$ cat config.mk
export PLATFORM = sky130hd
export DESIGN_NAME = gpio_irq_port
export DESIGN_NICKNAME = d
export VERILOG_FILES = /design/src/rtl/gpio_pkg.sv /design/src/rtl/gpio_sync.sv /design/src/rtl/gpio_alias_reg.sv /design/src/rtl/gpio_irq_detect.sv /design/src/rtl/gpio_irq_port.sv
export SDC_FILE = /design/constraint.sdc
export NUM_CORES = 1
export LEC_CHECK = 0
export BUFFER_PORTS_ARGS = -buffer_cell sky130_fd_sc_hd__buf_4
export CORE_MARGIN = 10
export CORE_UTILIZATION = 50
export DETAILED_ROUTE_END_ITERATION = 10
export PLACE_DENSITY = 0.7
export SYNTH_ARGS = -nofsm -noshare
export SYNTH_HDL_FRONTEND = slang
export SYNTH_SLANG_ARGS = --single-unit
$ cat constraint.sdc
create_clock -name clk -period 2.71 [get_ports clk]
set_input_delay 0.271 -clock clk [delete_from_list [all_inputs] [get_ports clk]]
set_output_delay 0.271 -clock clk [all_outputs]
set_load 0.1 [all_outputs]
$ cat src/rtl/gpio_pkg.sv
// Package: shared register indices, alias codes and widths for the GPIO port.
// Assumes one register per 0x10 block and alias selection in address bits [3:2].
package gpio_pkg;
    localparam int unsigned REG_IDX_W = 3;
    localparam int unsigned ALIAS_W   = 2;

    typedef enum logic [REG_IDX_W-1:0] {
        RG_DOUT = 3'd0,
        RG_DIN  = 3'd1,
        RG_OE   = 3'd2,
        RG_DETE = 3'd3,
        RG_IEN  = 3'd4,
        RG_LVL  = 3'd5,
        RG_POL  = 3'd6,
        RG_STAT = 3'd7
    } reg_idx_e;

    typedef enum logic [ALIAS_W-1:0] {
        AL_LOAD = 2'd0,
        AL_SET  = 2'd1,
        AL_CLR  = 2'd2,
        AL_NONE = 2'd3
    } alias_e;

    // True for registers that software may load, set and clear freely.
    function automatic logic is_plain_rw(input int unsigned idx);
        return !(idx == RG_DIN || idx == RG_STAT);
    endfunction
endpackage

$ cat src/rtl/gpio_sync.sv
// Module: multi-stage synchroniser for a vector of asynchronous pin inputs.
// Assumes each bit is independent; no multi-bit coherence is implied.
module gpio_sync #(
    parameter int unsigned WIDTH  = 32,
    parameter int unsigned STAGES = 2
) (
    input  logic             clk,
    input  logic             rst_n,
    input  logic [WIDTH-1:0] async_in,
    output logic [WIDTH-1:0] sync_out
);
    logic [WIDTH-1:0] chain [STAGES];

    genvar s;
    generate
        for (s = 0; s < STAGES; s++) begin : g_stage
            // Purpose: one flop stage of the synchroniser chain.
            always_ff @(posedge clk) begin
                if (!rst_n) begin
                    chain[s] <= '0;
                end else if (s == 0) begin
                    chain[s] <= async_in;
                end else begin
                    chain[s] <= chain[(s == 0) ? 0 : s-1];
                end
            end
        end
    endgenerate

    assign sync_out = chain[STAGES-1];
endmodule

$ cat src/rtl/gpio_alias_reg.sv
// Module: one register with load, set-alias and clear-alias write semantics.
// Assumes the caller qualifies wr_en with the register's own address decode.
module gpio_alias_reg #(
    parameter int unsigned WIDTH = 32
) (
    input  logic                        clk,
    input  logic                        rst_n,
    input  logic                        wr_en,
    input  logic [gpio_pkg::ALIAS_W-1:0] alias_sel,
    input  logic [WIDTH-1:0]            wr_data,
    output logic [WIDTH-1:0]            q
);
    import gpio_pkg::*;

    logic [WIDTH-1:0] q_next;

    // Purpose: compute the next value from the selected alias.
    always_comb begin
        q_next = q;
        if (wr_en) begin
            case (alias_e'(alias_sel))
                AL_LOAD: q_next = wr_data;
                AL_SET:  q_next = q | wr_data;
                AL_CLR:  q_next = q & ~wr_data;
                default: q_next = q;
            endcase
        end
    end

    // Purpose: hold the register value, zero after reset.
    always_ff @(posedge clk) begin
        if (!rst_n) q <= '0;
        else        q <= q_next;
    end
endmodule

$ cat src/rtl/gpio_irq_detect.sv
// Module: per-pin edge/level detection feeding a sticky status register.
// Assumes pin_s is already synchronised; a hardware event beats a clear.
module gpio_irq_detect #(
    parameter int unsigned WIDTH = 32
) (
    input  logic             clk,
    input  logic             rst_n,
    input  logic [WIDTH-1:0] pin_s,
    input  logic [WIDTH-1:0] det_en,
    input  logic [WIDTH-1:0] lvl_sel,
    input  logic [WIDTH-1:0] pol_sel,
    input  logic [WIDTH-1:0] clr_mask,
    output logic [WIDTH-1:0] stat
);
    logic [WIDTH-1:0] pin_prev;
    logic [WIDTH-1:0] hit;

    // Purpose: remember last cycle's synchronised level for edge detection.
    always_ff @(posedge clk) begin
        if (!rst_n) pin_prev <= '0;
        else        pin_prev <= pin_s;
    end

    genvar i;
    generate
        for (i = 0; i < WIDTH; i++) begin : g_pin
            logic rise, fall, at_lvl;
            // Purpose: decide whether pin i raises an event this cycle.
            always_comb begin
                rise   = pin_s[i] & ~pin_prev[i];
                fall   = ~pin_s[i] & pin_prev[i];
                at_lvl = ~(pin_s[i] ^ pol_sel[i]);
                if (lvl_sel[i]) hit[i] = det_en[i] & at_lvl;
                else            hit[i] = det_en[i] & (pol_sel[i] ? rise : fall);
            end
        end
    endgenerate

    // Purpose: sticky status; clears first, then new events set.
    always_ff @(posedge clk) begin
        if (!rst_n) stat <= '0;
        else        stat <= (stat & ~clr_mask) | hit;
    end
endmodule

$ cat src/rtl/gpio_irq_port.sv
// Module: top of the 32-pin GPIO port with aliased registers and interrupt.
// Assumes a single-cycle write strobe and combinational reads on addr.
module gpio_irq_port #(
    parameter int unsigned NPINS = 32,
    parameter int unsigned AW    = 7
) (
    input  logic             clk,
    input  logic             rst_n,
    input  logic             wr_en,
    input  logic [AW-1:0]    addr,
    input  logic [NPINS-1:0] wr_data,
    output logic [NPINS-1:0] rd_data,
    input  logic [NPINS-1:0] pin_in,
    output logic [NPINS-1:0] pin_out,
    output logic [NPINS-1:0] pin_oe,
    output logic             irq
);
    import gpio_pkg::*;

    localparam int unsigned NREG     = 1 << REG_IDX_W;
    localparam int unsigned IDX_LSB  = 2 + ALIAS_W;
    localparam int unsigned SYNC_LEN = 2;

    logic [REG_IDX_W-1:0] reg_idx;
    logic [ALIAS_W-1:0]   alias_sel;
    logic [NPINS-1:0]     rw_q [NREG];
    logic [NPINS-1:0]     pin_sync;
    logic [NPINS-1:0]     stat_q;
    logic [NPINS-1:0]     stat_clr;

    assign reg_idx   = addr[IDX_LSB +: REG_IDX_W];
    assign alias_sel = addr[2 +: ALIAS_W];

    genvar g;
    generate
        for (g = 0; g < NREG; g++) begin : g_reg
            if (is_plain_rw(g)) begin : g_rw
                gpio_alias_reg #(.WIDTH(NPINS)) u_reg (
                    .clk       (clk),
                    .rst_n     (rst_n),
                    .wr_en     (wr_en && (reg_idx == REG_IDX_W'(g))),
                    .alias_sel (alias_sel),
                    .wr_data   (wr_data),
                    .q         (rw_q[g])
                );
            end else begin : g_ro
                assign rw_q[g] = '0;
            end
        end
    endgenerate

    gpio_sync #(.WIDTH(NPINS), .STAGES(SYNC_LEN)) u_sync (
        .clk      (clk),
        .rst_n    (rst_n),
        .async_in (pin_in),
        .sync_out (pin_sync)
    );

    // Purpose: status accepts only the clear alias.
    always_comb begin
        stat_clr = '0;
        if (wr_en && reg_idx == RG_STAT && alias_e'(alias_sel) == AL_CLR)
            stat_clr = wr_data;
    end

    gpio_irq_detect #(.WIDTH(NPINS)) u_det (
        .clk      (clk),
        .rst_n    (rst_n),
        .pin_s    (pin_sync),
        .det_en   (rw_q[RG_DETE]),
        .lvl_sel  (rw_q[RG_LVL]),
        .pol_sel  (rw_q[RG_POL]),
        .clr_mask (stat_clr),
        .stat     (stat_q)
    );

    // Purpose: combinational read mux over the register blocks.
    always_comb begin
        case (reg_idx_e'(reg_idx))
            RG_DIN:  rd_data = pin_sync;
            RG_STAT: rd_data = stat_q;
            default: rd_data = rw_q[reg_idx];
        endcase
    end

    assign pin_out = rw_q[RG_DOUT];
    assign pin_oe  = rw_q[RG_OE];
    assign irq     = |(stat_q & rw_q[RG_IEN]);
endmodule

==> results.txt <==
RSZ-0062 raised after global routing: false
Drt initial violations: 1675
FF/Latch Area: 6406 um2
Final Hold Fails: 0
First-pass GRT wire length: 81.71 mm
CTS tree: done
1st-pass router iterations: 5
Setup CP Type: register to output pin
# setup viols final: 0
Slew of the pin with the lowest slew margin: 1.150 ns
Yosys reg bits: 320
Final min period: 2.624 ns
Inserted Clock Buffers: 35
Sequential area share after synthesis: 43.57%
Vias in the first global route: 13850
Clock sink count: 320
Worst Path Arrival: 2.35 ns
Worst slew margin: 23.00%
Reg2Reg Depth: 3
Critical Path RT: 2.44 ns
Largest net degree at the start of global routing: 125
Hold Path Depth: 3
Gr usage total: 27.61%
Crit. End Element: output pin
RR Startpoint: u_sync.chain[1][1]$_SDFF_PN0_
Port bufs: 168
Synth Cell Area: 14700 um2
PwrDens: 649.6 nW/um2
Max-cap violation count: 0
Longest Clk Path Bufs: 3
DIE AREA: 36670 um2
Antenna cells: 0
Final instance area: 17740 um2
Placer Congestion: 0.8876
Crit-path max FO: 3
Peak supply drop: 0.4554 mV
H-Tree Depth: 2
Vias/cell: 6.856
WL final: 52.38 mm
R2r setup slk: 1.66 ns
Final period util: 96.81%
Final Skew: 0.01585 ns
Synth cell types: 40
Gr ovfl total: 0
Commonest non-fill, non-tap cell in the layout: dfxtp_1
Post-place instance area: 16210 um2
Net Count, Synth: 1639
Syn_area_per_cell: 9.414 um2
Final setup margin: 0.08639 ns
Syn Inst Count: 1562
Min-delay src: wr_data[2]
Die width: 191.5 um
CTS Root Cell: clkbuf_16
Routed WL per cell: 25.47 um
Synth warn: 0
Worst R2R End: u_det.stat[1]$_SDFF_PN0_
Worst hold path class: input port to register
Place WS: 0.2699 ns
Post-DRT Antenna Nets: 0
Final nets: 1725
Site Rows: 62
Ports: 171
DRC Markers: 0
Final Max Slew Viols: 0
Most frequent cells in the layout: 320 x dfxtp_1, 216 x buf_4, 192 x a31oi_1, 192 x a211oi_1, 102 x and2_1
Reg clk slew, reported paths: 0.07 ns
Synth async-reset ratio: 0%
Status: complete, no violations
Multi-input combinational cell area: 7542 um2
Overall power: 0.01152 W
Clock Latency Late Sink: 0.53 ns
Critical path launch point type: register
Fmax: 381.2 MHz
WHS Endpoint: g_reg[4].g_rw.u_reg.q[2]$_SDFFE_PN0P_
Hold WS: 0.1191 ns
Layout cells sized above 1: 24.99%
Initial Util: 50.95%
Leak: 6.308 nW
Post-synth EDFFs: 0
Main flop type after synthesis: dfxtp_1
Area added between synthesis and finish: 20.63%
Fill count: 2512
HPWL Detailed: 32.41 mm
DIE HEIGHT: 191.5 um
Core ar.: 28860 um2
Vias: 14100
Antenna violations before repair: 1
routing by layer:
metal  vias to the layer above  wire [um]  global-route usage, %
li1                       6291          -                      -
met1                      6850      21910                  37.45
met2                       830      23500                  42.28
met3                       129       5388                  5.740
met4                         2       1568                  10.52
met5                         -         13                      0
flip-flops by register name (all words and copies together), names as in the netlist:
name	cells
u_sync.chain	64
u_det.pin_prev	32
g.g_rw.u_reg.q	192
u_det.stat	32
logic make-up after synthesis:
family | after synthesis | share of synthesized area, %
adders and majority gates | 3 | 0.2553
xor gates and xnor gates | 2 | 0.1192
buffers and inverters | 211 | 6.135
DFF | 320 | 43.57
muxes | 64 | 4.629
AOI/OAI and AO/OA | 687 | 33.98
and+or+nand+nor | 275 | 11.32
synth_stat cells (2+ instances only):
cell type  number  area (um2)
o22ai_1        63       394.1
o221a_2        32       360.4
buf_1           6       22.52
nand4b_1       32       280.3
a22oi_1        48       360.4
ha_1            3       37.54
a41oi_1        31       271.5
nand4_1         4       25.02
o21ai_1         9       45.04
a31oi_1       192        1201
a221oi_1       32       280.3
o21ai_0        23       115.1
buf_4          15       112.6
buf_2          40       200.2
a31o_2         31       271.5
and2_1        100       625.6
o21bai_1       31       232.7
inv_1           5       18.77
and2_0          3       18.77
nor2b_1        65       406.6
nor2_1          2       7.510
clkbuf_1      144       540.5
a211oi_1      192        1441
mux2_2         32       360.4
nand2_1        62       232.7
mux2i_1        32       320.3
dfxtp_1       320        6406
repair_timing:
action	4_1_cts	5_1_grt
hold endpoints to repair	32	0
hold buffers	32	0
endpoints found under the setup margin	0	0
resized for setup	0	0
setup buffers	0	0
critical path, stage by stage, from the launching register on:
cell and delay [ns]:
dfxtp_1 0.35, a22oi_1 0.40, nand4_1 0.16, or4_1 0.64, buf_4 0.29
area by class of cell:
cell class,count,area share (%)
timing repair buffer,255,11.74
tap,384,2.709
inverter,5,0.1340
clock buffer,51,6.024
sequential,320,36.12
multi-input combinational,1031,42.52
clock inverter,11,0.7548
worst max path at each step:
stage / startpoint / endpoint / cells after the start
2_1_floorplan: g_reg[2].g_rw.u_reg.q[0]$_SDFFE_PN0P_ / rd_data[0] / 3
3_3_place_gp: addr[4] / rd_data[25] / 6
3_5_place_dp: addr[4] / rd_data[21] / 6
4_1_cts: u_det.stat[30]$_SDFF_PN0_ / irq / 4
5_1_grt: u_det.stat[30]$_SDFF_PN0_ / irq / 4
6_report: u_det.stat[30]$_SDFF_PN0_ / irq / 4
power breakdown:
| part | total (W) | internal [W] | switching, W | leakage [nW] |
|---|---|---|---|---|
| Sequential | 0.00490 | 0.00482 | 0.0000879 | 2.60 |
| Clock | 0.00495 | 0.00302 | 0.00193 | 0.601 |
| Combinational | 0.00167 | 0.000486 | 0.00118 | 3.11 |
metrics by stage:
step | setup TNS (ns) | cells | utilization, %
6_report | 0 | 2057 | 61.46
5_1_grt | 0 | 2057 | 61.46
4_1_cts | 0 | 2057 | 61.46
3_5_place_dp | 0 | 1963 | 56.19
3_3_place_gp | 0 | 1963 | 56.19
2_1_floorplan | -0.2706 | 1562 | -
Note: power is estimated with default switching activity, not from simulation.
